===== src/rtl/osd_pkg.sv =====
package osd_pkg;
  typedef enum int unsigned {
    SYNC_H = 0,
    SYNC_V = 1
  } sync_idx_e;
  localparam int unsigned NUM_SYNC = 2;
endpackage


===== src/rtl/osd_sync_edge.sv =====
module osd_sync_edge (
  input  logic clk,
  input  logic rst_n,
  input  logic pin,
  input  logic pol,
  output logic act,
  output logic rise
);
  logic [1:0] meta;
  logic       act_q;

  // polarity-normalised level: 1 means sync is active
  assign act  = ~(meta[1] ^ pol);
  assign rise = act & ~act_q;

  always_ff @(posedge clk) begin
    if (!rst_n) begin
      meta  <= '0;
      act_q <= 1'b1;   // no false edge right after reset
    end else begin
      meta  <= {meta[0], pin};
      act_q <= act;
    end
  end
endmodule


===== src/rtl/osd_sat_counter.sv =====
module osd_sat_counter #(
  parameter int unsigned W = 10
) (
  input  logic         clk,
  input  logic         rst_n,
  input  logic         clr,
  input  logic         inc,
  output logic [W-1:0] cnt
);
  localparam logic [W-1:0] MAXV = {W{1'b1}};

  always_ff @(posedge clk) begin
    if (!rst_n || clr) cnt <= '0;
    else if (inc && cnt != MAXV) cnt <= cnt + 1'b1;
  end
endmodule


===== src/rtl/osd_start_detect.sv =====
module osd_start_detect
  import osd_pkg::*;
#(
  parameter int unsigned POS_W   = 6,
  parameter int unsigned HCNT_W  = 10,
  parameter int unsigned VCNT_W  = 10,
  parameter int unsigned STEP_SH = 2,
  parameter int unsigned V_BASE  = 4
) (
  input  logic              clk,
  input  logic              rst_n,
  input  logic              osd_en,
  input  logic              hsync_in,
  input  logic              vsync_in,
  input  logic              hsync_pol,
  input  logic              vsync_pol,
  input  logic [POS_W-1:0]  h_start,
  input  logic [POS_W-1:0]  v_start,
  output logic              start_pulse,
  output logic [HCNT_W-1:0] h_count,
  output logic [VCNT_W-1:0] v_count,
  output logic              row_active
);
  localparam logic [VCNT_W-1:0] V_OFS = VCNT_W'(V_BASE);

  logic [NUM_SYNC-1:0] pins, pols, act, rise;
  assign pins = {vsync_in, hsync_in};
  assign pols = {vsync_pol, hsync_pol};

  for (genvar g = 0; g < NUM_SYNC; g++) begin : g_sync
    osd_sync_edge u_edge (
      .clk  (clk),
      .rst_n(rst_n),
      .pin  (pins[g]),
      .pol  (pols[g]),
      .act  (act[g]),
      .rise (rise[g])
    );
  end

  osd_sat_counter #(.W(HCNT_W)) u_hcnt (
    .clk(clk), .rst_n(rst_n),
    .clr(act[SYNC_H]), .inc(1'b1), .cnt(h_count)
  );

  osd_sat_counter #(.W(VCNT_W)) u_vcnt (
    .clk(clk), .rst_n(rst_n),
    .clr(rise[SYNC_V]), .inc(rise[SYNC_H]), .cnt(v_count)
  );

  logic [HCNT_W-1:0] h_tgt;
  logic [VCNT_W-1:0] v_tgt;
  logic              hit;

  assign h_tgt = HCNT_W'(h_start) << STEP_SH;
  assign v_tgt = (VCNT_W'(v_start) << STEP_SH) + V_OFS;
  assign hit   = osd_en && !row_active && !act[SYNC_H]
              && (h_count == h_tgt) && (v_count == v_tgt);

  always_ff @(posedge clk) begin
    if (!rst_n) begin
      start_pulse <= 1'b0;
      row_active  <= 1'b0;
    end else begin
      start_pulse <= hit;
      if (!osd_en || rise[SYNC_H]) row_active <= 1'b0;
      else if (hit)                row_active <= 1'b1;
    end
  end
endmodule


===== config.mk =====
export PLATFORM = sky130hd
export DESIGN_NAME = osd_start_detect
export DESIGN_NICKNAME = d
export VERILOG_FILES = /design/src/rtl/osd_pkg.sv /design/src/rtl/osd_sync_edge.sv /design/src/rtl/osd_sat_counter.sv /design/src/rtl/osd_start_detect.sv
export SDC_FILE = /design/constraint.sdc
export NUM_CORES = 1
export LEC_CHECK = 0
export BUFFER_PORTS_ARGS = -buffer_cell sky130_fd_sc_hd__buf_2
export CAP_MARGIN = 20
export CORE_UTILIZATION = 50
export CTS_CLUSTER_SIZE = 28
export DETAILED_ROUTE_END_ITERATION = 7
export GPL_ROUTABILITY_DRIVEN = 1
export PLACE_DENSITY = 0.77
export SLEW_MARGIN = 25
export SYNTH_ARGS = -nofsm -noshare
export SYNTH_HDL_FRONTEND = slang
export SYNTH_SLANG_ARGS = --single-unit

===== constraint.sdc =====
create_clock -name clk -period 3.4 [get_ports clk]
set_input_delay 0.34 -clock clk [delete_from_list [all_inputs] [get_ports clk]]
set_output_delay 0.34 -clock clk [all_outputs]
set_load 0.03 [all_outputs]

### After elaboration in Yosys (flattened, before gate mapping)

Index checks and enable logic that the tools add are counted.

* $add $sub $neg: 3
* equal/unequal tests: 4
* bitwise logic cells: 9
* reductions and logical operators: 12

Operators with widths (count)
* $add A10 B1 Y10 const B: 2
* $ne A10 B10 Y1 const B: 2
* $eq A10 B8 Y1: 1
* $eq A10 B9 Y1: 1
* $add A8 B3 Y9 const B: 1
* $logic_and A1 B1 Y1: 5
* $not A1 Y1: 5
* $logic_not A1 Y1: 3
* $logic_or A1 B1 Y1: 3
* $and A1 B1 Y1: 2
* $reduce_or A2 Y1: 1
* $xor A1 B1 Y1: 2

* register bits after elaboration: 28
* bits of input ports: 19
* output and inout bits: 22
* word-level logic and storage cells: 36

### Logic depth before layout (Yosys ltp)

* word-level depth: 5
* depth in mapped cells: 7
* mapped depth without buffers: 7

### Modules after synthesis

A second synthesis with hierarchy kept.

* cells, all modules: 179
* area total of the unflattened synthesis: 1584.0 um2

By module, submodules not included
* osd_sat_counter: times used 2, cells each 55, area an instance 508.0 um2, seq. area each 200.2 um2
* osd_start_detect: times used 1, cells each 51, area an instance 382.9 um2, seq. area each 40.0 um2
* osd_sync_edge: times used 2, cells each 9, area an instance 92.6 um2, seq. area each 60.1 um2

### Worst setup path after synthesis

No wires, ideal clock.

* path type: register to register
* start: register u_hcnt.cnt[0]
* end: register u_hcnt.cnt[5]
* library setup time: 0.127 ns
* data arrival time: 1.819 ns
* data required time: 3.273 ns
* slack: 1.454 ns
* stages on the path, launching flop included: 8
* buffers on the path: 1
* clock period less this slack: 1.946 ns
* path through: dfxtp_1 -> ha_1 -> and4_1 -> clkbuf_1 -> nand4_1 -> nor2b_1 -> xnor2_1 -> nor2_1

* longest elaborated chain between the ends: 1
* elaborated cells between the ends (all ways): 2
* classes of those cells: add/sub (1); eq/ne (1)

Ends and longest elaborated chain
* from (decl): line osd_sat_counter.sv:8 `output logic [W-1:0] cnt`
* from (signal assigned): line osd_sat_counter.sv:14 `else if (inc && cnt != MAXV) cnt <= cnt + 1'b1;`
* $add A10 B1 Y10 or $ne A10 B10 Y1 (tied branches): line osd_sat_counter.sv:14

Parallel ways exist; a longest one is shown, timed or not.
A chain may end at the register's enable or synchronous reset.

### Worst setup path in the final report

Ends and elaborated chain as after synthesis.

==> out/results.md <==
| Quantity | Value |
|:---|:---|
| Status | finished clean |
| Detailed-router iteration count before antenna repair | 4 |
| I/O pin total | 41 |
| Design area | 1760 um2 |
| Maximum single-stage delay on the critical path | 480 ps |
| Top_reg_cell synth | dfxtp_1 |
| Antenna diode instance count | 0 |
| Worst Hold Path EP | g_sync[1].u_edge.meta[0] |
| Number of buffers added by the clock tree synthesis step | 3 |
| Simple-Gate Fraction of Synth Area | 26.4% |
| Final standard cell utilization of the core | 63.3% |
| Die X | 56.5 um |
| Cells on worst reg2reg path | 6 |
| Drt via density | 5.56 |
| Arrival time reported for the critical path endpoint | 2180 ps |
| Std cell rows | 19 |
| DRC marker count from the first detailed-route iteration | 60 |
| Endpoint type of the worst setup path | flop |
| Wire length after detailed routing | 3200 um |
| Number of antenna violations at the first check in global routing | 0 |
| Layout Skew | 7.82 ps |
| EDFF count, synth | 0 |
| Cts-stage hold buffer count | 0 |
| Drt drc | 0 |
| Cell-by-cell trace of the critical path | ha_1 -> and4_1 -> nand4_1 -> nor2b_1 -> xnor2_1 -> nor2_1 |
| Seq cells post-synth | 28 |
| Total vias in the final route | 1362 |
| Total of buffers placed on input and output ports | 40 |
| Area of the mapped netlist | 1480 um2 |
| Initial Util | 53.3% |
| Share of the clock period used by the worst path | 57.6% |
| Highest Clock Rate | 511 MHz |
| Area delta synth->final | 18.7% |
| First-pass GRT wire length | 5460 um |
| Fraction of the mapped netlist area in adder cells | 4.22% |
| Seq/Total Area, Yosys | 37.8% |
| Clock transition time at the flip-flop clock pins of the worst setup and hold paths | 150 ps |
| Worst Setup Slack, final | 1440 ps |
| Net Count, Synth | 198 |
| Standard cell area after detailed placement | 1710 um2 |
| Worst Path Buf+Inv | 0 |
| Clock insertion delay at the later pin of the skew report | 330 ps |
| Post-synth top area share | 37.8% |
| Worst EP required | 3620 ps |
| Layout cell share with drive strength beyond 1 | 22.9% |
| Clock root cell | clkbuf_4 |
| Combinational family with the most area after synthesis | simple AND/OR/NAND/NOR gates |
| Setup Slack @ Placement | 1480 ps |
| Max Fanout on Critical Path | 9 |
| Number of endpoints with negative hold slack in the final report | 0 |
| MaxCap Viol Count | 0 |
| Cell family contributing the most delay on the critical path | simple AND/OR/NAND/NOR gates |
| CTS sink cnt | 28 |
| Start point of the critical path | u_hcnt.cnt[0] |
| GRT Total Usage | 21.4% |
| Worst-case vdd ir drop | 0.000430 V |
| Area leader, netlist | dfxtp_1 |
| Die outline area | 3190 um2 |
| Final setup TNS | 0 ps |
| Max stage delay cell, worst path | dfxtp_1 |
| HPWL after DPL | 2490 um |
| Hold-critical path depth | 2 |
| Register-to-register setup slack | 1440 ps |
| Clock tree from TritonCTS | done |
| Xor and xnor fraction of the mapped netlist area | 17.1% |
| Routed Antenna Nets | 0 |
| Deepest clock path buffer count | 2 |
| Number of global-route vias before repair | 1294 |
| Post-Synthesis Mean Instance Area | 8.52 um2 |
| Total of endpoints with negative setup slack in the final report | 0 |
| Average wire length per cell after detail routing | 13.1 um |
| Synth Instances | 174 |
| Synth cell types | 37 |
| Total congestion overflow after global routing | 0 |
| Worst max-slew margin expressed relative to the limit | 52.4% |
| Kind of start point of the critical path | flop |
| Crit Reg-Reg Endpoint | u_hcnt.cnt[5] |
| Top post-synthesis cells by area | dfxtp_1 (38%), xnor2_1 (11%), xor2_1 (5.9%) |
| Standby leakage power | 0.000754 uW |
| # resized after CTS | 0 |
| Yosys warning count | 0 |
| Post-CTS setup-driven buffer insertion count | 0 |
| Die span in y | 56.5 um |
| RePlAce Congestion | 1.01 |
| Final layout net count | 239 |
| Worst setup path category | reg -> reg |
| Compound-gate portion of the synthesized area | 9.28% |
| Cell area power density | 356 nW/um2 |
| Startpoint of the most critical hold path | vsync_in |
| Mux cell area share after synthesis | 1.43% |
| Core region area | 2780 um2 |
| Largest net degree at the start of global routing | 17 |
| Start of the worst register-to-register path | u_hcnt.cnt[0] |
| Pwr Total | 627 uW |
| Setup repair after global routing missed its margin | false |
| Minimum clock period | 1960 ps |
| Max Transition Viols Final | 0 |
| Class of the most critical hold timing path | in -> reg |
| Slew at the pin closest to its max-slew limit | 710 ps |
| Post-synth ARST share | 0% |
| CTS H-tree lvls | 1 |
metal layers:
| layer | track usage (%) | routed length (um) | vias up |
|---|---|---|---|
| met1 | 26.6 | 1480 | 639 |
| met3 | 5.30 | 136 | 2 |
| met4 | 4.53 | 17 | 0 |
| met5 | 0 | 0 | - |
| met2 | 37.3 | 1560 | 45 |
| li1 | - | - | 676 |
through the flow:
stage	std cells	hold WS, ps
global placement	241	415
detailed placement	241	435
finish	245	198
global route	245	188
floorplan	174	412
CTS	245	202
registers in the layout (all words and copies together) (netlist names):
register,cells
g_sync.u_edge.act_q,2
g_sync.u_edge.meta,4
row_active,1
start_pulse,1
u_hcnt.cnt,10
u_vcnt.cnt,10
cell families after synthesis:
family          count (synthesis)
mux                             2
compound gates                 21
flops                          28
buf+inv                        14
xor+xnor                       29
fa+ha+maj                       5
simple gates                   75
cell usage in the layout (no fill, tap or decap), types with 2 or more instances in the layout:
| cell | n |
|---|---|
| nand2_1 | 11 |
| xnor2_1 | 19 |
| a21oi_1 | 8 |
| dfxtp_1 | 28 |
| nand3b_1 | 2 |
| o21ai_0 | 3 |
| buf_2 | 40 |
| and3_1 | 3 |
| or3_1 | 2 |
| and2_1 | 7 |
| nor4_1 | 3 |
| nand3_1 | 8 |
| nor3_1 | 4 |
| clkbuf_4 | 3 |
| ha_1 | 5 |
| a31oi_1 | 2 |
| nand4_1 | 6 |
| inv_1 | 9 |
| nor2_1 | 22 |
| xor2_1 | 10 |
layout make-up:
class	instances	area (um2)
clock buffers	3	22.5
well taps	31	38.8
multi-input cells	132	867
repair buffers	41	208
fillers	237	1020
clock inverters	1	30.0
flip-flops and latches	28	561
inverters	9	33.8
power breakdown:
group          total (uW)  internal, uW  switching, uW
registers             340           335           4.77
clock network         217           119           97.3
logic                70.4          30.0           40.4
synthesized netlist by cell type (3+ instances only):
master    number
dfxtp_1       28
nor2_1        22
xnor2_1       19
nand2_1       11
xor2_1        10
inv_1          9
a21oi_1        8
nand3_1        8
and2_1         7
nand4_1        6
ha_1           5
nor3_1         4
and3_1         3
clkbuf_1       3
nor4_1         3
o21ai_0        3
worst max-delay path by stage:
| stage | to | cells after the start |
|---|---|---|
| after floorplan | u_hcnt.cnt[5] | 7 |
| after global placement | u_hcnt.cnt[5] | 6 |
| after detailed placement | row_active | 7 |
| after CTS | u_hcnt.cnt[5] | 6 |
| after global routing | u_hcnt.cnt[3] | 6 |
| final | u_hcnt.cnt[5] | 6 |
Note: power is estimated with default switching activity, not from simulation.
